===== src/rtl/tmr_pkg.sv =====
package tmr_pkg;
  localparam int ADDR_W = 3;

  localparam logic [ADDR_W-1:0] OFF_LOAD  = 3'd0;
  localparam logic [ADDR_W-1:0] OFF_COUNT = 3'd1;
  localparam logic [ADDR_W-1:0] OFF_CTRL  = 3'd2;
  localparam logic [ADDR_W-1:0] OFF_CLR   = 3'd3;
  localparam logic [ADDR_W-1:0] OFF_RAW   = 3'd4;
  localparam logic [ADDR_W-1:0] OFF_MSK   = 3'd5;
  localparam logic [ADDR_W-1:0] OFF_BGLD  = 3'd6;

  localparam int CTL_ONESHOT = 0;
  localparam int CTL_WIDE    = 1;
  localparam int CTL_PS_LO   = 2;
  localparam int CTL_IE      = 5;
  localparam int CTL_PER     = 6;
  localparam int CTL_EN      = 7;

  localparam logic [7:0] CTRL_RST  = 8'h20;
  localparam logic [7:0] CTRL_KEEP = 8'hEF;

  typedef enum logic [1:0] {
    MODE_FREE     = 2'd0,
    MODE_PERIODIC = 2'd1,
    MODE_ONESHOT  = 2'd2
  } tmr_mode_e;
endpackage


===== src/rtl/tmr_prescale.sv =====
module tmr_prescale #(
  parameter int DIV_A_LOG2 = 4,
  parameter int DIV_B_LOG2 = 8
) (
  input  logic       clk_i,
  input  logic       rst_ni,
  input  logic       run_i,
  input  logic       restart_i,
  input  logic [1:0] sel_i,
  output logic       tick_o
);
  localparam int PS_W = DIV_B_LOG2;
  localparam logic [PS_W-1:0] DIV_A_M1 = PS_W'((1 << DIV_A_LOG2) - 1);
  localparam logic [PS_W-1:0] DIV_B_M1 = PS_W'((1 << DIV_B_LOG2) - 1);

  logic [PS_W-1:0] pre_q, div_m1;

  always_comb begin
    unique case (sel_i)
      2'd1:    div_m1 = DIV_A_M1;
      2'd2:    div_m1 = DIV_B_M1;
      default: div_m1 = '0;
    endcase
  end

  assign tick_o = run_i && (pre_q == div_m1);

  always_ff @(posedge clk_i or negedge rst_ni) begin
    if (!rst_ni)                  pre_q <= '0;
    else if (!run_i || restart_i) pre_q <= '0;
    else if (tick_o)              pre_q <= '0;
    else                          pre_q <= pre_q + 1'b1;
  end

  AST_PRE_BOUND: assert property (@(posedge clk_i) disable iff (!rst_ni)
    pre_q <= div_m1);
endmodule


===== src/rtl/tmr_count.sv =====
module tmr_count
  import tmr_pkg::*;
#(
  parameter int CNT_W    = 32,
  parameter int NARROW_W = 16
) (
  input  logic             clk_i,
  input  logic             rst_ni,
  input  logic             tick_i,
  input  tmr_mode_e        mode_i,
  input  logic             wide_i,
  input  logic             load_i,
  input  logic [CNT_W-1:0] load_val_i,
  input  logic [CNT_W-1:0] limit_i,
  output logic [CNT_W-1:0] cnt_o,
  output logic             expire_o
);
  localparam logic [CNT_W-1:0] NARROW_MASK =
    {{(CNT_W-NARROW_W){1'b0}}, {NARROW_W{1'b1}}};

  logic [CNT_W-1:0] cnt_q, mask, cnt_eff, reload_val;
  logic             at_end;

  assign mask       = wide_i ? '1 : NARROW_MASK;
  assign cnt_eff    = cnt_q & mask;
  assign reload_val = (mode_i == MODE_FREE) ? mask : (limit_i & mask);
  assign at_end     = (cnt_eff <= CNT_W'(1));
  assign expire_o   = tick_i && !load_i &&
                      ((mode_i == MODE_ONESHOT) ? (cnt_eff == CNT_W'(1)) : at_end);
  assign cnt_o      = cnt_eff;

  always_ff @(posedge clk_i or negedge rst_ni) begin
    if (!rst_ni)       cnt_q <= '0;
    else if (load_i)   cnt_q <= load_val_i & mask;
    else if (tick_i) begin
      if (at_end)      cnt_q <= (mode_i == MODE_ONESHOT) ? '0 : reload_val;
      else             cnt_q <= cnt_eff - CNT_W'(1);
    end
  end

  AST_LOAD_IMM: assert property (@(posedge clk_i) disable iff (!rst_ni)
    load_i |=> cnt_q == $past(load_val_i & mask));
  AST_DEC_ONE: assert property (@(posedge clk_i) disable iff (!rst_ni)
    (tick_i && !load_i && cnt_eff > CNT_W'(1)) |=> cnt_q == $past(cnt_eff) - CNT_W'(1));
  AST_ONESHOT_HOLD: assert property (@(posedge clk_i) disable iff (!rst_ni)
    (mode_i == MODE_ONESHOT && cnt_q == '0 && !load_i) |=> cnt_q == '0);
endmodule


===== src/rtl/interval_timer.sv =====
module interval_timer
  import tmr_pkg::*;
#(
  parameter int CNT_W      = 32,
  parameter int NARROW_W   = 16,
  parameter int DIV_A_LOG2 = 4,
  parameter int DIV_B_LOG2 = 8
) (
  input  logic              clk_i,
  input  logic              rst_ni,
  input  logic              wr_i,
  input  logic [ADDR_W-1:0] addr_i,
  input  logic [CNT_W-1:0]  wdata_i,
  output logic [CNT_W-1:0]  rdata_o,
  output logic              irq_o
);
  localparam logic [CNT_W-1:0] NARROW_MASK =
    {{(CNT_W-NARROW_W){1'b0}}, {NARROW_W{1'b1}}};

  logic [7:0]       ctrl_q;
  logic [CNT_W-1:0] limit_q, cnt, rd_mask;
  logic             raw_q, tick, expire;
  logic             wr_load, wr_bg, wr_ctrl, wr_clr;
  tmr_mode_e        mode;

  assign wr_load = wr_i && (addr_i == OFF_LOAD);
  assign wr_bg   = wr_i && (addr_i == OFF_BGLD);
  assign wr_ctrl = wr_i && (addr_i == OFF_CTRL);
  assign wr_clr  = wr_i && (addr_i == OFF_CLR);

  always_comb begin
    if (ctrl_q[CTL_ONESHOT])  mode = MODE_ONESHOT;
    else if (ctrl_q[CTL_PER]) mode = MODE_PERIODIC;
    else                      mode = MODE_FREE;
  end

  always_ff @(posedge clk_i or negedge rst_ni) begin
    if (!rst_ni) begin
      ctrl_q  <= CTRL_RST;
      limit_q <= '0;
      raw_q   <= 1'b0;
    end else begin
      if (wr_ctrl)          ctrl_q  <= wdata_i[7:0] & CTRL_KEEP;
      if (wr_load || wr_bg) limit_q <= wdata_i;
      if (expire)           raw_q   <= 1'b1;
      else if (wr_clr)      raw_q   <= 1'b0;
    end
  end

  tmr_prescale #(
    .DIV_A_LOG2(DIV_A_LOG2),
    .DIV_B_LOG2(DIV_B_LOG2)
  ) u_pre (
    .clk_i    (clk_i),
    .rst_ni   (rst_ni),
    .run_i    (ctrl_q[CTL_EN]),
    .restart_i(wr_ctrl),
    .sel_i    (ctrl_q[CTL_PS_LO+1:CTL_PS_LO]),
    .tick_o   (tick)
  );

  tmr_count #(
    .CNT_W   (CNT_W),
    .NARROW_W(NARROW_W)
  ) u_cnt (
    .clk_i     (clk_i),
    .rst_ni    (rst_ni),
    .tick_i    (tick),
    .mode_i    (mode),
    .wide_i    (ctrl_q[CTL_WIDE]),
    .load_i    (wr_load),
    .load_val_i(wdata_i),
    .limit_i   (limit_q),
    .cnt_o     (cnt),
    .expire_o  (expire)
  );

  assign rd_mask = ctrl_q[CTL_WIDE] ? '1 : NARROW_MASK;
  assign irq_o   = raw_q && ctrl_q[CTL_IE];

  always_comb begin
    rdata_o = '0;
    unique case (addr_i)
      OFF_LOAD, OFF_BGLD: rdata_o = limit_q & rd_mask;
      OFF_COUNT:          rdata_o = cnt;
      OFF_CTRL:           rdata_o = CNT_W'(ctrl_q);
      OFF_RAW:            rdata_o = CNT_W'(raw_q);
      OFF_MSK:            rdata_o = CNT_W'(irq_o);
      default:            rdata_o = '0;
    endcase
  end

  AST_RAW_ON_EXPIRE: assert property (@(posedge clk_i) disable iff (!rst_ni)
    expire |=> raw_q);
  AST_CLR_DROPS: assert property (@(posedge clk_i) disable iff (!rst_ni)
    (wr_clr && !expire) |=> !raw_q);
  AST_BG_KEEPS_COUNT: assert property (@(posedge clk_i) disable iff (!rst_ni)
    (wr_bg && !tick) |=> $stable(cnt));
endmodule


===== config.mk =====
export PLATFORM = sky130hd
export DESIGN_NAME = interval_timer
export DESIGN_NICKNAME = d
export VERILOG_FILES = /design/src/rtl/tmr_pkg.sv /design/src/rtl/tmr_prescale.sv /design/src/rtl/tmr_count.sv /design/src/rtl/interval_timer.sv
export SDC_FILE = /design/constraint.sdc
export NUM_CORES = 1
export LEC_CHECK = 0
export BUFFER_PORTS_ARGS = -buffer_cell sky130_fd_sc_hd__buf_4
export CAP_MARGIN = 10
export CORE_UTILIZATION = 53
export DETAILED_ROUTE_END_ITERATION = 7
export PLACE_DENSITY = 0.77
export SKIP_LAST_GASP = 1
export SLEW_MARGIN = 20
export SYNTH_ARGS = -nofsm -noshare
export SYNTH_HDL_FRONTEND = slang
export SYNTH_SLANG_ARGS = --single-unit

===== constraint.sdc =====
create_clock -name clk_i -period 2.9 [get_ports clk_i]
set_clock_uncertainty 0.05 [all_clocks]
set_input_delay 0.145 -clock clk_i [delete_from_list [all_inputs] [get_ports clk_i]]
set_output_delay 0.145 -clock clk_i [all_outputs]
set_load 0.1 [all_outputs]

==> key figures <==
Status
  • Result of the run: finished, final reports clean

STA
  • Max-slew violation count: 0
  • RSZ-0062 raised after global routing: no
  • Min Clock Period, post-route: 2.71 ns
  • Max Fclk: 0.369 GHz
  • Final hold vios: 0
  • Worst slack on hold paths: 0.156 ns
  • Slew of the pin with the lowest slew margin: 0.758 ns
  • Count of endpoints failing setup in the final report: 0
  • Portion of the clock cycle consumed by the worst path in the final layout: 93.4%
  • Normalized max-slew margin: 49.5%
  • Final setup TNS: 0 ns

Layout
  • Synthesis-to-finish area growth: 26.5%
  • Number of nets in the finished design: 732
  • Fraction of layout cells with a size suffix above 1: 23.5%
  • Area of all placed cells without fillers: 6520 um^2
  • Antenna cells: 0

GRT
  • First-pass GRT wire length: 24600 um
  • Initial antenna violation count: 0
  • Final global-route overflow total: 0
  • Overall track demand over capacity in global routing: 30.9%
  • Maximum number of pins on one net before global-route repair: 81
  • Vias in the first global route: 4945

Logic synthesis
  • Yosys synthesis warning count: 0
  • Post-Synthesis Cells: 594
  • Post-synth cell types: 56
  • Sequential area share after synthesis: 38.9%
  • Avg Synthesized Cell Area: 8.67 um^2
  • EDFF count, synth: 0
  • Post-Syn Area: 5150 um^2
  • Fraction of registers with async set/reset: 100%
  • #FFs+latches synth: 80
  • Most used flip-flop cell after synthesis: dfrtp_1
  • Net count of the mapped netlist: 636

Clock network
  • Setup repair bufs after CTS: 0
  • Clock tree from TritonCTS: built
  • Resized cells post-CTS: 0
  • Clock latency at the later pin of the worst-skew pair: 0.36 ns
  • Level count of the clock H-tree: 3
  • Root cell of the clock tree: clkbuf_8
  • Clock buffer count from CTS: 9
  • Maximum number of buffers from clock root to sink: 2
  • Number of sinks on the clock net: 80
  • Clock slew at the register clock pins of the worst setup and hold paths: 0.09 ns

Critical path
  • Worst setup path startpoint: u_cnt.cnt_q[5]$_DFFE_PN0P_
  • WS Path Type: reg2reg
  • CP Launch Type: register
  • Worst path arrival time: 2.93 ns
  • Critical R2R Launch: u_cnt.cnt_q[5]$_DFFE_PN0P_
  • Type of element capturing the critical path: register
  • Largest driver fanout on the critical path: 7
  • Req. time, crit path: 3.13 ns

Placed design
  • Post-place instance area: 5920 um^2
  • Final weighted congestion in routability-driven placement: 0.948
  • Number of buffers inserted by port buffering: 70
  • Placed wire-length estimate: 10200 um

Detailed routing
  • Drt first pass iters: 6
  • DR DRC count: 0
  • Number of vias after detailed routing: 5157
  • Post-detailed-routing wire length: 15100 um
  • Via density per instance: 6.26
  • Average routed wire per standard cell: 18.3 um
  • Remaining antenna violation count: 0
  • Detailed Route Iter0 Violations: 631

Floorplanning
  • Die span in x: 101 um
  • Ports placed on the boundary: 71
  • CORE AREA: 9330 um^2
  • Die area: 10100 um^2
  • Starting density of the core: 55.2%
  • Row Count: 35
  • Y dimension of the die: 101 um

Power
  • Total power density per cell area: 879 nW/um^2
  • Relative contribution of the clock network to total power: 19.2%
  • Reported leakage power: 2.78 nW
  • Total net switching power: 2.53 mW
  • Portion of total power attributed to sequential cells: 32.7%
  • Switching share of total power: 44.3%
  • Internal power summed over all cells: 3.19 mW
  • Post-layout total power: 5.73 mW
  • Proportion of power drawn by combinational gates: 48.0%
  • Peak VDD IR: 0.000434 V

Worst hold path
  • Path type of the worst min-delay path: in2reg
  • Worst Min Path Start: wr_i

Flow run
  • Number of max-cap violations: 0
==> worst max-delay path, stage by stage, from the launching register on <==
cell and delay (ns):
dfrtp_1 0.44, or4_1 0.55, or3_1 0.43, or4_1 0.55
or3_4 0.42, o211ai_1 0.19
==> cell usage after synthesis, types with 4 or more instances <==
| cell | count | area [um^2] |
|---|---|---|
| nand3_1 | 13 | 65.1 |
| a31oi_1 | 4 | 25.0 |
| nand2b_1 | 7 | 43.8 |
| o41ai_1 | 4 | 35.0 |
| xnor2_1 | 15 | 131 |
| nor2_1 | 47 | 176 |
| inv_1 | 15 | 56.3 |
| nand2_1 | 49 | 184 |
| a22oi_1 | 48 | 360 |
| o31ai_1 | 11 | 82.6 |
| or4_1 | 7 | 52.6 |
| nor2b_1 | 15 | 93.8 |
| a211oi_1 | 11 | 82.6 |
| o211ai_1 | 4 | 30.0 |
| mux2_2 | 30 | 338 |
| dfrtp_1 | 79 | 1980 |
| clkbuf_1 | 48 | 180 |
| nor4_1 | 13 | 81.3 |
| o21ai_0 | 55 | 275 |
| and3_1 | 4 | 25.0 |
| nand4_1 | 6 | 37.5 |
| a21oi_1 | 24 | 120 |
| a22o_1 | 9 | 78.8 |
| ha_1 | 4 | 50.1 |
| xor2_1 | 7 | 61.3 |
| nor3_1 | 12 | 60.1 |
==> worst paths after layout <==
check / to / slack, ns / cells after the start
setup / recovery: u_cnt.cnt_q[22]$_DFFE_PN0P_ / 0.19 / 5
setup reg to reg: u_cnt.cnt_q[22]$_DFFE_PN0P_ / 0.19 / 5
min in group asynchronous: u_pre.pre_q[2]$_DFF_PN0_ / 0.35 / 2
hold reg to reg: u_pre.pre_q[0]$_DFF_PN0_ / 0.47 / 1
max in group asynchronous: u_cnt.cnt_q[27]$_DFFE_PN0P_ / 1.93 / 2
hold / removal: raw_q$_DFFE_PN0P_ / 0.16 / 4
==> cells by family after synthesis <==
group           after synthesis  synth area share [%]
buf+inv                      70                  5.34
fa+ha+maj                     4                 0.971
xor+xnor                     22                  3.74
simple gates                191                  18.5
flops                        80                  38.9
compound gates              194                  25.4
mux                          33                  7.14
==> power by group through the flow <==
stage	clock, mW	combinational, mW	sequential (mW)
2_1_floorplan	0	2.05	1.70
3_3_place_gp	0	2.60	1.85
3_5_place_dp	0	2.66	1.88
4_1_cts	1.12	2.71	1.86
5_1_grt	1.16	2.98	1.93
6_report	1.10	2.75	1.87
==> timing repair <==
item / in CTS / in global routing
hold endpoints to repair: 138 / 0
setup endpoints to repair: 0 / 0
hold buffers: 33 / 0
==> per-stage QoR <==
stage | setup slack, ns | util, % | cells
global route | 0.00929 | 69.9 | 824
finish | 0.193 | 69.9 | 824
detailed placement | 0.223 | 63.4 | 775
CTS | 0.202 | 69.8 | 824
global placement | 0.273 | 63.4 | 775
floorplan | 0.00550 | - | 594
==> cell usage in the layout, fill, tap and decap left out, types with 4 or more instances in the layout <==
cell type and instances:
buf_4 106, dfrtp_1 79, nand2_1 49, o21ai_0 49
a22oi_1 48, nor2_1 46, dlygate4sd3_1 33, mux2_2 30
a21oi_1 24, inv_1 15, xnor2_1 15, nor2b_1 14
nor4_1 13, nand3_1 13, nor3_1 12, a211oi_1 11
o31ai_1 11, a22o_1 9, clkbuf_8 9, nand2b_1 7
o21ai_1 7, or4_1 7, xor2_1 7, nand4_1 6
o41ai_1 4, and3_1 4, o211ai_1 4, ha_1 4
bufinv_16 4
==> metal layers <==
layer	global-route usage [%]	wire length, um	share of wire (%)	vias to the layer above
li1	-	-	-	2388
met1	44.2	6760	45	2535
met2	47.5	7090	47	211
met3	4.02	1000	6.6	23
met4	12.3	266	1.8	0
met5	0	0	0	-
==> sequential cells by signal, indices dropped and copies added, names as in the netlist <==
register,flops
u_pre.pre_q,8
u_cnt.cnt_q,32
raw_q,1
ctrl_q,7
limit_q,32
==> cell type report <==
cell class / instances / area (um^2)
flip-flops and latches: 80 / 2000
clock buffers: 9 / 124
multi-input cells: 444 / 2890
inverters: 15 / 56.3
fillers: 748 / 2810
repair buffers: 140 / 1140
clock inverters: 7 / 143
well taps: 129 / 161
(Power assumes the default switching activity.)
